File: src/rtl/contrast_heater_pkg.sv
package contrast_heater_pkg;

  typedef enum logic [1:0] {
    HS_IDLE = 2'd0,
    HS_BASE = 2'd1,
    HS_HEAT = 2'd2
  } heat_st_e;

  // Codes at either end of the 4-bit scale are clipped readings.
  function automatic logic code_saturated(input logic [3:0] c);
    return (c == 4'd0) || (c == 4'd15);
  endfunction

  // A baseline must be unclipped and leave headroom below the refuse limit.
  function automatic logic base_usable(input logic [3:0] c, input logic [3:0] limit);
    return !code_saturated(c) && (c < limit);
  endfunction

  // Rise test in 5 bits so base + step cannot wrap.
  function automatic logic rise_reached(input logic [3:0] c, input logic [3:0] base,
                                        input logic [3:0] step);
    return {1'b0, c} >= ({1'b0, base} + {1'b0, step});
  endfunction

endpackage

File: src/rtl/heat_frame_budget.sv
module heat_frame_budget #(
  parameter int LIMIT = 1000
) (
  input  logic clk,
  input  logic rst_n,
  input  logic clr_i,
  input  logic tick_i,
  output logic last_o
);
  localparam int CW = $clog2(LIMIT + 1);

  logic [CW-1:0] cnt_q;

  always_ff @(posedge clk or negedge rst_n) begin
    if (!rst_n)      cnt_q <= '0;
    else if (clr_i)  cnt_q <= '0;
    else if (tick_i) cnt_q <= cnt_q + CW'(1);
  end

  // High while the next spent frame would be the last one allowed.
  assign last_o = (cnt_q == CW'(LIMIT - 1));
endmodule

File: src/rtl/heat_episode_fsm.sv
module heat_episode_fsm
  import contrast_heater_pkg::*;
#(
  parameter int TARGET_STEP = 2,
  parameter int REFUSE_CODE = 13
) (
  input  logic       clk,
  input  logic       rst_n,
  input  logic       req_i,
  input  logic       permit_i,
  input  logic [3:0] code_i,
  input  logic       code_vld_i,
  input  logic       budget_last_i,
  output heat_st_e   st_o,
  output logic [3:0] base_o,
  output logic       fault_o,
  output logic       accept_evt_o,
  output logic       refuse_evt_o,
  output logic       take_evt_o,
  output logic       reach_evt_o,
  output logic       sat_evt_o,
  output logic       miss_evt_o,
  output logic       timeout_evt_o,
  output logic       abort_evt_o
);
  localparam logic [3:0] STEP  = 4'(TARGET_STEP);
  localparam logic [3:0] LIMIT = 4'(REFUSE_CODE);

  heat_st_e   st_q, st_d;
  logic [3:0] base_q;
  logic       fault_q;
  logic       heat_vld;

  assign heat_vld      = (st_q == HS_HEAT) && code_vld_i && permit_i;
  assign accept_evt_o  = (st_q == HS_IDLE) && req_i && permit_i;
  assign abort_evt_o   = (st_q != HS_IDLE) && !permit_i;
  assign take_evt_o    = (st_q == HS_BASE) && code_vld_i && permit_i && base_usable(code_i, LIMIT);
  assign refuse_evt_o  = (st_q == HS_BASE) && code_vld_i && permit_i && !base_usable(code_i, LIMIT);
  assign sat_evt_o     = heat_vld && code_saturated(code_i);
  assign reach_evt_o   = heat_vld && !code_saturated(code_i) && rise_reached(code_i, base_q, STEP);
  assign miss_evt_o    = heat_vld && !code_saturated(code_i) && !rise_reached(code_i, base_q, STEP);
  assign timeout_evt_o = miss_evt_o && budget_last_i;

  always_comb begin
    st_d = st_q;
    if (abort_evt_o)                                    st_d = HS_IDLE;
    else if (accept_evt_o)                              st_d = HS_BASE;
    else if (take_evt_o)                                st_d = HS_HEAT;
    else if (refuse_evt_o || sat_evt_o || reach_evt_o || timeout_evt_o) st_d = HS_IDLE;
  end

  always_ff @(posedge clk or negedge rst_n) begin
    if (!rst_n) begin
      st_q    <= HS_IDLE;
      base_q  <= '0;
      fault_q <= 1'b0;
    end else begin
      st_q <= st_d;
      if (take_evt_o) base_q <= code_i;
      if (accept_evt_o) fault_q <= 1'b0;
      else if (refuse_evt_o || sat_evt_o || timeout_evt_o) fault_q <= 1'b1;
    end
  end

  assign st_o    = st_q;
  assign base_o  = base_q;
  assign fault_o = fault_q;
endmodule

File: src/rtl/contrast_heater_ctl.sv
module contrast_heater_ctl
  import contrast_heater_pkg::*;
#(
  parameter int TARGET_STEP    = 2,
  parameter int TIMEOUT_FRAMES = 1000,
  parameter int REFUSE_CODE    = 13
) (
  input  logic       clk,
  input  logic       rst_n,
  input  logic [3:0] code_i,
  input  logic       code_vld_i,
  input  logic       contrast_low_i,
  input  logic       fw_heat_i,
  input  logic       nap_i,
  input  logic       frame_lock_i,
  output logic       heat_en_o,
  output logic       busy_o,
  output logic       fault_o
);
  // Named internal events, visible to the bound checker.
  heat_st_e   st;
  logic [3:0] base_q;
  logic       permit, req;
  logic       accept_evt, refuse_evt, take_evt, reach_evt, sat_evt;
  logic       miss_evt, timeout_evt, abort_evt, budget_last;

  assign permit = !nap_i && frame_lock_i;
  assign req    = contrast_low_i || fw_heat_i;

  heat_episode_fsm #(
    .TARGET_STEP (TARGET_STEP),
    .REFUSE_CODE (REFUSE_CODE)
  ) fsm_i (
    .clk           (clk),
    .rst_n         (rst_n),
    .req_i         (req),
    .permit_i      (permit),
    .code_i        (code_i),
    .code_vld_i    (code_vld_i),
    .budget_last_i (budget_last),
    .st_o          (st),
    .base_o        (base_q),
    .fault_o       (fault_o),
    .accept_evt_o  (accept_evt),
    .refuse_evt_o  (refuse_evt),
    .take_evt_o    (take_evt),
    .reach_evt_o   (reach_evt),
    .sat_evt_o     (sat_evt),
    .miss_evt_o    (miss_evt),
    .timeout_evt_o (timeout_evt),
    .abort_evt_o   (abort_evt)
  );

  heat_frame_budget #(
    .LIMIT (TIMEOUT_FRAMES)
  ) budget_i (
    .clk    (clk),
    .rst_n  (rst_n),
    .clr_i  (accept_evt),
    .tick_i (miss_evt),
    .last_o (budget_last)
  );

  // Gated without a register so nap or lock loss drops the heater in the same cycle.
  assign heat_en_o = (st == HS_HEAT) && permit;
  assign busy_o    = (st != HS_IDLE);
endmodule

File: config.mk
export PLATFORM = sky130hd
export DESIGN_NAME = contrast_heater_ctl
export DESIGN_NICKNAME = d
export VERILOG_FILES = /design/src/rtl/contrast_heater_pkg.sv /design/src/rtl/heat_frame_budget.sv /design/src/rtl/heat_episode_fsm.sv /design/src/rtl/contrast_heater_ctl.sv
export SDC_FILE = /design/constraint.sdc
export NUM_CORES = 1
export LEC_CHECK = 0
export ABC_CLOCK_PERIOD_IN_PS = 2750
export BUFFER_PORTS_ARGS = -buffer_cell sky130_fd_sc_hd__buf_4
export CAP_MARGIN = 30
export CORE_ASPECT_RATIO = 0.7
export CORE_MARGIN = 1
export CORE_UTILIZATION = 55
export DETAILED_ROUTE_END_ITERATION = 8
export GPL_ROUTABILITY_DRIVEN = 0
export HOLD_SLACK_MARGIN = 0.08
export PLACE_DENSITY = 0.74
export SYNTH_ARGS = -nofsm -noshare
export SYNTH_HDL_FRONTEND = slang
export SYNTH_SLANG_ARGS = --single-unit
File: constraint.sdc
create_clock -name clk -period 2.75 [get_ports clk]
set_input_delay 0.1375 -clock clk [delete_from_list [all_inputs] [get_ports clk]]
set_output_delay 0.1375 -clock clk [all_outputs]
set_load 0.01 [all_outputs]
==> flow_metrics.py <==
metrics = {
    "timing": {
        "slew_violations": 0,
        "fmax_mhz": 390,
        "relSlewSlack": 0.644,
        "period_needed_ns": 2.56,
        "min_period_over_period": 0.932,
        "worstMarginPinSlew_ns": 0.531,
        "hold_viol_final": 0,
        "setup_violations": 0,
        "finClkSkew_ns": 0.00520,
        "grt_setup_unrepaired": "no",
        "hold_ws_ns": 0.125,
        "fin_tns_setup_ns": 0,
    },
    "placed_design": {
        "portBuffers": 13,
        "dp_hpwl_mm": 1.65,
        "placed_area_sq_um": 1160,
    },
    "power": {
        "p_per_area_nw_per_um2": 457,
        "vdd_drop_max_uv": 422,
        "p_leak_nw": 0.547,
    },
    "worst_setup_path": {
        "end_kind": "register",
        "start_kind": "register",
        "arrival_ns": 2.78,
        "crit_type": "reg2reg",
        "worstPathMaxFanout": 13,
        "worstReg2RegEnd": "budget_i.cnt_q[5]",
        "worstRegToRegCells": 8,
        "reg2reg_from": "fsm_i.base_o[1]",
        "cp.required_ns": 2.97,
        "reg2reg_slack_ns": 0.19,
    },
    "route": {
        "vias_per_cell": 5.94,
        "initialDrtViolationCount": 21,
        "antenna_left": 0,
        "drtPass1Iterations": 4,
        "totalWireLength_mm": 2.17,
        "drc": 0,
        "vias": 867,
        "wl_per_cell_um": 14.9,
    },
    "final_layout": {
        "area_delta_synth_final_pct": 14.4,
        "n_antenna_cell": 0,
        "layout-drive-gt1-share": 0.184,
        "nets": 143,
        "fillers": 142,
        "postLayoutCellArea_sq_um": 1200,
    },
    "global_routing": {
        "grt_start_max_net_pins": 18,
        "grt_pass1_wl_mm": 3.48,
        "antenna_found_initial": 0,
        "grt_overflow_total": 0,
        "track_usage": 0.249,
        "grt_pass1_vias": 773,
    },
    "min_path": {
        "hold_class": "in2reg",
        "holdPathStages": 2,
        "min_to": "fsm_i.base_o[1]",
        "holdCritStartpoint": "code_i[1]",
    },
    "job": {
        "cap_violations": 0,
    },
    "synth": {
        "synth_area_leaders": "dfrtp_1 (41%), ha_1 (7.2%), nand2_1 (5.4%)",
        "async_flop_share": 1.00,
        "ys_ff_latch": 17,
        "yosysTopAreaCell": "dfrtp_1",
        "synth-edff-count": 0,
        "syn-cell-area_sq_um": 1050,
        "syn-instance-count": 109,
        "synth-warning-count": 0,
        "synth.avg_cell_area_sq_um": 9.62,
        "synthFlopType": "dfrtp_1",
        "synth.distinct_cells": 34,
        "syn-num-nets": 126,
        "yosysSeqAreaShare": 0.406,
        "synth_top_area_frac": 0.406,
    },
    "die": {
        "num_rows": 12,
        "coreArea_sq_um": 1680,
        "die_w_um": 54.2,
        "die_area_sq_um": 2090,
        "start_util": 0.624,
        "io_pins": 14,
        "die_h_um": 38.5,
    },
    "clocking": {
        "clock_path_buffers": 2,
        "cts.repair_timing.setup_buffer_count": 0,
        "root_buffer": "clkbuf_4",
        "clkSlewWorstSetupHoldPaths_ns": 0.09,
        "clk-insertion-delay-late_ns": 0.29,
        "cts_buffers": 3,
        "cts_max_level": 1,
        "clock-sinks": 17,
        "cts_tree": "built",
    },
    "run_status": {
        "outcome": "finished clean",
    },
}
[area by class of cell]
class                           instances  area (sq um)  area share
Clock buffer                            4          26.3      0.0219
Inverter                                3          11.3     0.00938
Multi-Input combinational cell         87           603       0.503
Sequential cell                        17           425       0.355
Tap cell                               21          26.3      0.0219
Timing Repair Buffer                   14           108      0.0897
[metrics by stage]
stage	setup slack [ns]	std cells	utilization	total power, mW
finish	0.188	146	0.714	0.549
global route	0.0321	146	0.714	0.585
CTS	0.0642	146	0.714	0.554
detailed placement	0.100	141	0.692	0.420
global placement	0.247	141	0.692	0.409
floorplan	0.407	109	-	0.372
[state kept, by name, summed over array words and instances (netlist names)]
register        cells
fsm_i.base_o        4
fsm_i.fault_o       1
fsm_i.st_o          2
budget_i.cnt_q     10
[critical path, cell delays in order (launching register included)]
cell	delay [ns]
dfrtp_1	0.42
ha_1	0.30
inv_1	0.05
ha_1	0.29
a211oi_1	0.19
o21ai_1	0.20
a21o_1	0.35
or4_1	0.54
a21oi_1	0.16
[cell families after synthesis]
logic type,share of synthesized area
fa+ha+maj,0.0716
flops,0.406
mux,0.0418
compound gates,0.181
xor+xnor,0.0251
buf+inv,0.0191
simple gates,0.255
[report_power, final]
part           leakage, nW  internal, mW  switching (mW)
combinational        0.300        0.0597          0.0768
sequential           0.232         0.266          0.0141
clock               0.0150        0.0565          0.0758
[synth_stat cells, drive strengths merged (2+ instances only)]
cell / n
ha: 6
nor2b: 3
nand3: 3
mux2: 3
nor3: 2
a31oi: 2
inv: 3
o211a: 2
o21ai: 5
o31ai: 2
nand2: 15
a21oi: 8
or4: 3
buf: 2
dfrtp: 17
nor2: 8
nand4: 4
or3: 3
xnor2: 3
o211ai: 2
[worst max path at each step]
stage	start	endpoint	depth (start not counted)
detailed placement	fsm_i.base_o[1]	budget_i.cnt_q[7]	8
finish	fsm_i.base_o[1]	budget_i.cnt_q[5]	8
global route	fsm_i.base_o[1]	budget_i.cnt_q[5]	8
CTS	fsm_i.base_o[1]	budget_i.cnt_q[5]	8
global placement	fsm_i.base_o[1]	budget_i.cnt_q[5]	8
floorplan	fsm_i.base_o[1]	budget_i.cnt_q[8]	8
[repair_timing]
item                                    4_1_cts  5_1_grt
endpoints found under the setup margin        0        3
hold buffers                                  1        0
hold endpoints to repair                     17        0
resized for setup                             0        1
[placed cells by master, fill, tap and decap left out, types with 2 or more instances in the layout]
cell,synthesis,final
or3_1,3,3
inv_1,3,3
o211ai_1,2,2
nand4_1,4,4
nand2_1,15,15
ha_1,6,6
buf_4,0,13
a21oi_1,8,8
xnor2_1,3,3
o211a_1,2,2
a31oi_1,2,2
or4_1,3,3
nor3_1,2,2
mux2_2,3,3
o21ai_0,5,4
dfrtp_1,17,17
clkbuf_4,0,3
o31ai_1,2,2
nand3_1,3,3
nor2_1,8,8
nor2b_1,3,3
[per-layer routing]
layer  GRT usage  vias to the layer above  share of wire
li1            -                      439              -
met1       0.329                      398           0.51
met2       0.381                       26           0.41
met3      0.0833                        4          0.058
met4      0.0833                        0          0.012
met5           0                        -              0
No activity file was read; power rests on OpenSTA's default activity.
